==> config.mk <==
export PLATFORM = sky130hd
export DESIGN_NAME = vid_cfg_regs
export DESIGN_NICKNAME = d
export VERILOG_FILES = /design/src/rtl/vcr_pkg.sv /design/src/rtl/vcr_vsync_edge.sv /design/src/rtl/vcr_regfile.sv /design/src/rtl/vcr_shadow.sv /design/src/rtl/vid_cfg_regs.sv
export SDC_FILE = /design/constraint.sdc
export NUM_CORES = 1
export LEC_CHECK = 0
export BUFFER_PORTS_ARGS = -buffer_cell sky130_fd_sc_hd__buf_2
export CORE_ASPECT_RATIO = 0.9
export CORE_UTILIZATION = 35
export DETAILED_ROUTE_END_ITERATION = 16
export SYNTH_ARGS = -nofsm -noshare
export SYNTH_HDL_FRONTEND = slang
export SYNTH_SLANG_ARGS = --single-unit
==> constraint.sdc <==
create_clock -name clk -period 2 [get_ports clk]
set_input_delay 0.2 -clock clk [delete_from_list [all_inputs] [get_ports clk]]
set_output_delay 0.2 -clock clk [all_outputs]
set_load 0.1 [all_outputs]
==> src/rtl/vcr_pkg.sv <==
// Shared constants and types for the frame-synchronized control registers.
// Assumes a 32-bit data bus with byte offsets of ADDR_W bits.
package vcr_pkg;
    localparam int REG_W  = 32;
    localparam int ADDR_W = 12;

    localparam logic [ADDR_W-1:0] OFS_CTRL = 12'h000;
    localparam logic [ADDR_W-1:0] OFS_IRQ  = 12'h00C;
    localparam logic [ADDR_W-1:0] OFS_VER  = 12'h010;
    localparam logic [ADDR_W-1:0] OFS_SIZE = 12'h020;
    localparam logic [ADDR_W-1:0] OFS_TBL  = 12'h100;

    localparam int B_EN   = 0;
    localparam int B_UPD  = 1;
    localparam int B_BYP  = 4;
    localparam int B_TPG  = 5;
    localparam int B_ARST = 30;
    localparam int B_SRST = 31;

    typedef struct packed {
        logic srst;
        logic arst;
        logic tpg;
        logic byp;
        logic upd;
        logic en;
    } ctrl_t;
endpackage

==> src/rtl/vcr_vsync_edge.sv <==
// Vertical-blank rising-edge detector.
// Registers the input once, then compares it with its previous-cycle value.
// Assumes vblank_in is already synchronous to clk.
module vcr_vsync_edge (
    input  logic clk,
    input  logic rst_n,
    input  logic vblank_in,
    output logic rise
);
    logic vb_q;
    logic vb_d;

    // Sample the input and keep one cycle of history.
    always_ff @(posedge clk) begin
        if (!rst_n) begin
            vb_q <= 1'b0;
            vb_d <= 1'b0;
        end else begin
            vb_q <= vblank_in;
            vb_d <= vb_q;
        end
    end

    assign rise = vb_q & ~vb_d;

    // an edge is a single-cycle event
    a_r3_single_rise: assert property (@(posedge clk) disable iff (!rst_n)
        rise |=> !rise);
endmodule

==> src/rtl/vcr_regfile.sv <==
// Software-visible register file: control word, interrupt enable, size and version.
// Decodes writes, holds both software resets and returns registered read data.
// Assumes single-cycle write and read strobes.
module vcr_regfile
    import vcr_pkg::*;
#(
    parameter logic [REG_W-1:0] VERSION = 32'h0001_0200,
    parameter int               SIZE_W  = 16,
    parameter logic [SIZE_W-1:0] DEF_V  = 16'd1080,
    parameter logic [SIZE_W-1:0] DEF_H  = 16'd1920
) (
    input  logic                  clk,
    input  logic                  rst_n,
    input  logic [ADDR_W-1:0]     addr,
    input  logic                  wr,
    input  logic [REG_W-1:0]      wdata,
    input  logic                  rd,
    output logic [REG_W-1:0]      rdata,
    input  logic                  rise,
    output ctrl_t                 ctrl,
    output logic [2*SIZE_W-1:0]   size_vis,
    output logic                  tbl_req,
    output logic                  flush
);
    localparam logic [2*SIZE_W-1:0] DEF_SIZE = {DEF_V, DEF_H};

    ctrl_t              ctrl_q;
    logic [REG_W-1:0]   irq_q;
    logic [2*SIZE_W-1:0] size_q;
    logic [REG_W-1:0]   ctrl_word;
    logic [REG_W-1:0]   rd_mux;
    logic               hit;

    assign flush = ctrl_q.arst & rise & ~ctrl_q.srst;

    // Register writes, with immediate reset over frame reset over bus writes.
    always_ff @(posedge clk) begin
        if (!rst_n) begin
            ctrl_q <= '0;
            irq_q  <= '0;
            size_q <= DEF_SIZE;
        end else if (ctrl_q.srst) begin
            ctrl_q <= '0;
            irq_q  <= '0;
            size_q <= DEF_SIZE;
            if (wr && addr == OFS_CTRL) begin
                ctrl_q.srst <= wdata[B_SRST];
                ctrl_q.arst <= wdata[B_ARST];
            end else begin
                ctrl_q.srst <= 1'b1;
            end
        end else if (flush) begin
            ctrl_q <= '0;
            irq_q  <= '0;
            size_q <= DEF_SIZE;
        end else if (wr) begin
            case (addr)
                OFS_CTRL: begin
                    ctrl_q.en   <= wdata[B_EN];
                    ctrl_q.upd  <= wdata[B_UPD];
                    ctrl_q.byp  <= wdata[B_BYP];
                    ctrl_q.tpg  <= wdata[B_TPG];
                    ctrl_q.arst <= wdata[B_ARST];
                    ctrl_q.srst <= wdata[B_SRST];
                end
                OFS_IRQ:  irq_q  <= wdata;
                OFS_SIZE: size_q <= wdata[2*SIZE_W-1:0];
                default: ;
            endcase
        end
    end

    assign tbl_req = wr && addr == OFS_TBL && !ctrl_q.srst && !flush;

    // Assemble the control word in its bus layout.
    always_comb begin
        ctrl_word         = '0;
        ctrl_word[B_EN]   = ctrl_q.en;
        ctrl_word[B_UPD]  = ctrl_q.upd;
        ctrl_word[B_BYP]  = ctrl_q.byp;
        ctrl_word[B_TPG]  = ctrl_q.tpg;
        ctrl_word[B_ARST] = ctrl_q.arst;
        ctrl_word[B_SRST] = ctrl_q.srst;
    end

    // Read decode; unmapped offsets fall through to zero.
    always_comb begin
        rd_mux = '0;
        hit    = 1'b1;
        case (addr)
            OFS_CTRL: rd_mux = ctrl_word;
            OFS_IRQ:  rd_mux = irq_q;
            OFS_VER:  rd_mux = VERSION;
            OFS_SIZE: rd_mux = REG_W'(size_q);
            default:  hit    = 1'b0;
        endcase
    end

    // Register the read data for one cycle after the strobe.
    always_ff @(posedge clk) begin
        if (!rst_n) rdata <= '0;
        else        rdata <= rd ? rd_mux : '0;
    end

    assign ctrl     = ctrl_q;
    assign size_vis = size_q;

    // the frame reset request drops itself at the edge
    a_r7_arst_selfclear: assert property (@(posedge clk) disable iff (!rst_n)
        (ctrl_q.arst && rise && !ctrl_q.srst) |=> (!ctrl_q.arst && !ctrl_q.en && size_q == DEF_SIZE));
    // a held immediate reset keeps fields at defaults
    a_r6_hold_defaults: assert property (@(posedge clk) disable iff (!rst_n)
        (ctrl_q.srst && $past(ctrl_q.srst)) |-> (!ctrl_q.en && !ctrl_q.upd && size_q == DEF_SIZE));
    // unmapped reads return zero, idle cycles return zero
    a_r10_unmapped_zero: assert property (@(posedge clk) disable iff (!rst_n)
        (!rd || !hit) |=> rdata == '0);
endmodule

==> src/rtl/vcr_shadow.sv <==
// Shadow copy of the datapath configuration and the gamma bank-swap sequencer.
// Loads only at a vertical-blank edge with enable and update set; a clear input
// (either software reset) forces defaults and wins over a load.
module vcr_shadow #(
    parameter int                SIZE_W = 16,
    parameter logic [SIZE_W-1:0] DEF_V  = 16'd1080,
    parameter logic [SIZE_W-1:0] DEF_H  = 16'd1920
) (
    input  logic                clk,
    input  logic                rst_n,
    input  logic                rise,
    input  logic                en,
    input  logic                upd,
    input  logic                byp,
    input  logic                tpg,
    input  logic [2*SIZE_W-1:0] size_vis,
    input  logic                tbl_req,
    input  logic                clear,
    output logic                sh_byp,
    output logic                sh_tpg,
    output logic [SIZE_W-1:0]   sh_v,
    output logic [SIZE_W-1:0]   sh_h,
    output logic                swap_pulse,
    output logic                bank
);
    logic load;
    logic fire;
    logic pend;

    assign load = rise & en & upd;
    assign fire = rise & en & pend & ~clear;

    // Shadow configuration: clear, else frame-boundary load.
    always_ff @(posedge clk) begin
        if (!rst_n || clear) begin
            sh_byp <= 1'b0;
            sh_tpg <= 1'b0;
            sh_v   <= DEF_V;
            sh_h   <= DEF_H;
        end else if (load) begin
            sh_byp <= byp;
            sh_tpg <= tpg;
            sh_v   <= size_vis[2*SIZE_W-1:SIZE_W];
            sh_h   <= size_vis[SIZE_W-1:0];
        end
    end

    // Swap request latch, bank toggle and one-cycle pulse.
    always_ff @(posedge clk) begin
        if (!rst_n || clear) begin
            pend       <= 1'b0;
            bank       <= 1'b0;
            swap_pulse <= 1'b0;
        end else begin
            swap_pulse <= fire;
            if (fire) bank <= ~bank;
            if (tbl_req)   pend <= 1'b1;
            else if (fire) pend <= 1'b0;
        end
    end

    // without a load or clear the shadow holds
    a_r4_shadow_stable: assert property (@(posedge clk) disable iff (!rst_n)
        (!load && !clear) |=> ($stable(sh_byp) && $stable(sh_tpg) && $stable(sh_v) && $stable(sh_h)));
    // each pulse accompanies a bank change and follows an edge
    a_r8_pulse_toggles: assert property (@(posedge clk) disable iff (!rst_n)
        swap_pulse |-> (bank != $past(bank) && $past(rise)));
    // pulse lasts one cycle
    a_r8_pulse_one_cycle: assert property (@(posedge clk) disable iff (!rst_n)
        swap_pulse |=> !swap_pulse);
    // a clear drives outputs to reset values
    a_r6_clear_outputs: assert property (@(posedge clk) disable iff (!rst_n)
        clear |=> (!sh_byp && !sh_tpg && !bank && !swap_pulse && sh_v == DEF_V && sh_h == DEF_H));
endmodule

==> src/rtl/vid_cfg_regs.sv <==
// Top of the frame-synchronized control register block.
// Wires the edge detector, visible register file and shadow copy together.
// Assumes vblank_in is synchronous to clk.
module vid_cfg_regs
    import vcr_pkg::*;
#(
    parameter logic [31:0] VERSION = 32'h0001_0200,
    parameter int          SIZE_W  = 16,
    parameter logic [SIZE_W-1:0] DEF_V = 16'd1080,
    parameter logic [SIZE_W-1:0] DEF_H = 16'd1920
) (
    input  logic              clk,
    input  logic              rst_n,
    input  logic [11:0]       bus_addr,
    input  logic              bus_wr,
    input  logic [31:0]       bus_wdata,
    input  logic              bus_rd,
    output logic [31:0]       bus_rdata,
    input  logic              vblank_in,
    output logic              core_en,
    output logic              bypass_en,
    output logic              tpg_sel,
    output logic [SIZE_W-1:0] act_vsize,
    output logic [SIZE_W-1:0] act_hsize,
    output logic              swap_pulse,
    output logic              bank_sel
);
    logic                rise;
    ctrl_t               ctrl;
    logic [2*SIZE_W-1:0] size_vis;
    logic                tbl_req;
    logic                flush;

    vcr_vsync_edge u_edge (
        .clk       (clk),
        .rst_n     (rst_n),
        .vblank_in (vblank_in),
        .rise      (rise)
    );

    vcr_regfile #(
        .VERSION (VERSION),
        .SIZE_W  (SIZE_W),
        .DEF_V   (DEF_V),
        .DEF_H   (DEF_H)
    ) u_regs (
        .clk      (clk),
        .rst_n    (rst_n),
        .addr     (bus_addr),
        .wr       (bus_wr),
        .wdata    (bus_wdata),
        .rd       (bus_rd),
        .rdata    (bus_rdata),
        .rise     (rise),
        .ctrl     (ctrl),
        .size_vis (size_vis),
        .tbl_req  (tbl_req),
        .flush    (flush)
    );

    vcr_shadow #(
        .SIZE_W (SIZE_W),
        .DEF_V  (DEF_V),
        .DEF_H  (DEF_H)
    ) u_shadow (
        .clk        (clk),
        .rst_n      (rst_n),
        .rise       (rise),
        .en         (ctrl.en),
        .upd        (ctrl.upd),
        .byp        (ctrl.byp),
        .tpg        (ctrl.tpg),
        .size_vis   (size_vis),
        .tbl_req    (tbl_req),
        .clear      (ctrl.srst | flush),
        .sh_byp     (bypass_en),
        .sh_tpg     (tpg_sel),
        .sh_v       (act_vsize),
        .sh_h       (act_hsize),
        .swap_pulse (swap_pulse),
        .bank       (bank_sel)
    );

    assign core_en = ctrl.en & ~ctrl.srst;

    // core enable never shows while the immediate reset is held
    a_r2_enable_masked: assert property (@(posedge clk) disable iff (!rst_n)
        ctrl.srst |-> !core_en);
endmodule

# --- Word level (Yosys, flattened, before mapping) ---
# Cells that the tools add are included.
totals:
  reg_bits: 141
  in_bits: 49
classes:
  n_eq_ne: 4
  mux: 9
  bitwise_logic: 14
  n_reduce_logical: 18
ops:
  columns: ["cell", "count"]
  rows:
  - ["32-bit one-hot mux with 4 select lines", 1]
  - ["6-bit two-way mux", 4]
  - ["12-bit by 4-bit == test with 1-bit output, second input constant", 1]
  - ["12-bit by 5-bit == test with 1-bit output, second input constant", 1]
  - ["12-bit by 6-bit == test with 1-bit output, second input constant", 1]
  - ["12-bit by 9-bit == test with 1-bit output, second input constant", 1]
  - ["12-bit zero test", 1]
  - ["2-bit AND reduction", 5]
  - ["1-bit AND", 8]
  - ["3-bit nonzero test", 2]
  - ["1-bit inverter", 5]
  - ["1-bit logical AND", 4]
  - ["1-bit two-way mux", 4]
  - ["1-bit zero test", 3]
  - ["3-bit OR reduction", 1]
  - ["2-bit nonzero test", 1]
  - ["1-bit logical OR", 1]
  - ["1-bit OR", 1]

# --- Longest topological paths before layout ---
logic_depth:
  ltp_word: 9
  depth_mapped: 7
  depth_no_buf: 4

# --- Hierarchy ---
# A second synthesis with hierarchy kept.
hier_totals:
  cells_unflattened: 627
  hier_area_um2: 5738.0
modules_own_cells:
  columns: ["module", "n_inst", "cells_per_inst", "area_per_inst_um2", "seq_area_each_um2"]
  rows:
  - ["vcr_regfile", 1, 462, 3923.8, 2042.0]
  - ["vcr_shadow", 1, 158, 1732.9, 740.7]
  - ["vcr_vsync_edge", 1, 5, 66.3, 40.0]
  - ["vid_cfg_regs", 1, 2, 15.0, 0.0]

# --- Worst setup path after synthesis ---
# Ideal clock, no wire load.
synth_timing:
  kind: "reg-to-output"
  from: "reg u_regs.ctrl[0] (netlist name)"
  to: "out core_en"
  arrival_time_ps: 1694
  path_slack_ps: 106
  path_stages_with_launch: 2
  path_buffers: 0
  path_cell_list: "dfxtp_1 nor2b_1"
synth_between:
  elab_chain_cells: 1
synth_rtl:
  columns: ["element", "line", "text"]
  rows:
  - ["1-bit AND", "vid_cfg_regs.sv:84", "assign core_en = ctrl.en & ~ctrl.srst;"]
  - ["to (decl)", "vid_cfg_regs.sv:20", "output logic core_en,"]
# No other way between the ends.

# --- Worst setup path after layout ---
layout_timing:
  from: "reg u_regs.ctrl[0] (netlist name)"
  to: "out core_en"
layout_between:
  elab_chain_cells: 1
layout_rtl:
  columns: ["element", "line"]
  rows:
  - ["1-bit AND", "vid_cfg_regs.sv:84"]
# No other way between the ends.

==> reports/summary.txt <==
Status: finished clean
Post-synthesis simple-gate area fraction: 24.3%
Nets: 764
Vias/cell: 4.96
Post-synthesis compound-gate area fraction: 14.7%
Die W: 129 um
HP Start: bus_wdata[21]
I/O pin cnt: 118
Gate Count Post-Synth: 606
N_diodes: 0
Final Hold Viols: 0
TritonRoute pass-1 iters: 7
Total track usage: 19.7%
Slew @ Worst Pin: 0.524 ns
Max H-tree Level: 4
Max Cap Viol: 0
R2R depth: 5
Sw Ratio: 20.6%
Crit share post-route: 81.1%
YS warnings: 0
DP Worst Slack: 0.277 ns
Reg power frac: 47.8%
Num CTS Buffers: 17
Crit path required time: 1.80 ns
Synthesized-area fraction occupied by adder cells: 0%
Crit path max fanout: 4
Hold crit path type: in2reg
CP Data Arrival Time: 1.42 ns
R2R setup slack: 0.47 ns
Leak Pwr: 2.51 nW
Max VDD drop: 0.672 mV
Setup Skew: 0.00724 ns
Final HPWL DP: 9010 um
Initial antenna violation count: 0
Layout cells sized above 1: 23.0%
Final instance area: 6420 um^2
CP endpoint kind: output port
Number of global-route vias before repair: 4379
Setup slack after layout: 0.378 ns
Clock Tree Root: clkbuf_16
Setup tns final: 0 ns
Cell taking the most area after synthesis: dfxtp_1
CP Launch Type: flop
Normalized max-slew margin: 65.3%
Clock transition at path regs: 0.06 ns
XOR/XNOR share of the synthesized area: 0.172%
Buf+Inv Stages, Crit Path: 1
Post-synth EDFFs: 0
WHS Path Cells: 3
Synth top area share: 55.6%
Buffers on Ports: 117
Initial core utilization: 36.0%
Later-pin clock latency in the skew report: 0.42 ns
Count leader, synth: nand2_1
Via count: 4562
RePlAce Congestion: 0.779
Synth area leaders: dfxtp_1, nand2_1, a21oi_1, a22oi_1, nor2_1
Levels on crit path: 2
Grt total ovfl: 0
CP top delay family: buffers and inverters
Largest stage delay, worst path: 0.44 ns
CTS Hold Bufs: 1
Slowest CP cell: buf_2
Final wirelength: 14100 um
Syn Std Cell Area: 5080 um^2
Combinational family with the most area after synthesis: simple AND/OR/NAND/NOR gates
# resized after CTS: 0
Dpl cell area: 5870 um^2
R2R Path Start: u_regs.ctrl[0]
Syn Nets: 655
TritonCTS clock tree: built
Fin. max-slew vios: 0
Mux contribution to synthesized area: 0.788%
DR DRC count: 0
P_int: 0.00467 W
Pin count of the biggest net entering global routing: 90
Starting DRT DRC Count: 403
Synth cell types: 33
Final setup fails: 0
Power Density: 916 nW/um^2
Chip Height: 116 um
Sink Count: 141
Clock share of power: 49.7%
Setup Buffers After CTS: 0
Clk buf depth: 2
Final hold slack: 0.0252 ns
Area Growth Syn to Fin: 26.4%
RSZ-0062 raised after global routing: no
Worst path cell trace: nor2b_1 -> buf_2
Hold Crit Endpoint: u_regs.size_vis[21]
Ys flop type: dfxtp_1
Row cnt: 41
Detail Route Antenna Nets: 0
Sequential fraction of the synthesis area: 55.6%
Fraction of registers with async set/reset: 0%
DIE AREA: 15000 um^2
WL/cell: 15.3 um
Combinational power share: 2.5%
Crit Reg-Reg Endpoint: u_shadow.sh_v[14]
Tmin final: 1.62 ns
Switching pwr: 0.00121 W
First-pass GRT wire length: 22300 um
Kind of critical path: reg2out
Core Footprint: 14100 um^2
Achievable frequency: 617 MHz
Commonest cells post-synth: nand2_1, dfxtp_1, a21oi_1
Syn avg cell area: 8.38 um^2
Power Total: 0.00588 W
Yosys reg bits: 141
[final cells by class]
cell class | count | area, um^2
clock buffers | 21 | 440
fillers | 1392 | 7690
flip-flops and latches | 141 | 2820
clock inverters | 9 | 97.6
well taps | 193 | 241
repair buffers | 134 | 766
multi-input cells | 421 | 2050
[state kept, by name (all words and copies together), names as in the netlist]
signal	cells
u_edge.vb_d	1
u_edge.vb_q	1
u_regs.ctrl	6
u_regs.irq_q	32
u_regs.rdata	32
u_regs.size_vis	32
u_shadow.bank	1
u_shadow.pend	1
u_shadow.sh_byp	1
u_shadow.sh_h	16
u_shadow.sh_tpg	1
u_shadow.sh_v	16
u_shadow.swap_pulse	1
[worst max-delay path by stage]
stage          slack, ns            from          endpoint
2_1_floorplan       0.11  u_regs.ctrl[0]           core_en
3_3_place_gp        0.36     bus_addr[1]  u_regs.rdata[13]
3_5_place_dp        0.28     bus_addr[1]   u_regs.rdata[9]
4_1_cts             0.37  u_regs.ctrl[0]           core_en
5_1_grt             0.37  u_regs.ctrl[0]           core_en
6_report            0.38  u_regs.ctrl[0]           core_en
[worst register-to-register path: cells and delay by family, from the launching register on]
kind / cells / cell delay (ns)
DFF: 1 / 0.39
and+or+nand+nor: 3 / 0.54
AOI/OAI and AO/OA: 1 / 0.16
buffers and inverters: 1 / 0.36
[per-layer routing]
layer	track usage, %	part of all wire (%)	routed length (um)	up-vias
met5	0	0	0	-
met4	7.37	1.0	141	0
met3	5.31	7.4	1040	15
met2	31.8	46	6520	177
met1	25.2	45	6370	2123
li1	-	-	-	2247
[cell usage in the layout (no fill, tap or decap), types with 2 or more instances in the layout]
cell type,netlist,routed
and4_1,3,3
nor2b_1,3,3
a31oi_1,2,2
nand3_1,16,16
nand4_1,6,6
and2_1,4,4
bufinv_16,0,2
and3_1,3,3
a21oi_1,83,83
nor3_1,2,2
nor4_2,0,2
clkbuf_1,25,4
mux2i_1,4,4
nor2_1,39,39
nand2_1,205,204
dfxtp_1,141,141
buf_4,2,12
buf_12,0,4
buf_2,12,117
a2bb2oi_1,6,6
clkinv_2,0,6
a22oi_1,30,30
clkbuf_16,0,17
[through the flow]
step	util, %	std cells
2_1_floorplan	-	606
3_3_place_gp	41.6	888
3_5_place_dp	41.6	888
4_1_cts	45.5	919
5_1_grt	45.5	919
6_report	45.5	919
[power by group through the flow]
stage	Combinational (W)	Clock, W	Sequential, W
final	0.000147	0.00292	0.00281
after global routing	0.000159	0.00310	0.00281
after CTS	0.000146	0.00296	0.00281
after detailed placement	0.000144	0	0.00287
after global placement	0.000141	0	0.00287
after floorplan	0.0000459	0	0.00287
[cells by family after synthesis]
| kind of cell | count (synthesis) |
|---|---|
| XOR/XNOR | 1 |
| AO/OA/AOI/OAI | 126 |
| multiplexers | 4 |
| AND/OR/NAND/NOR | 290 |
| flip-flops | 141 |
| buffers and inverters | 44 |
No activity file was read; power rests on OpenSTA's default activity.
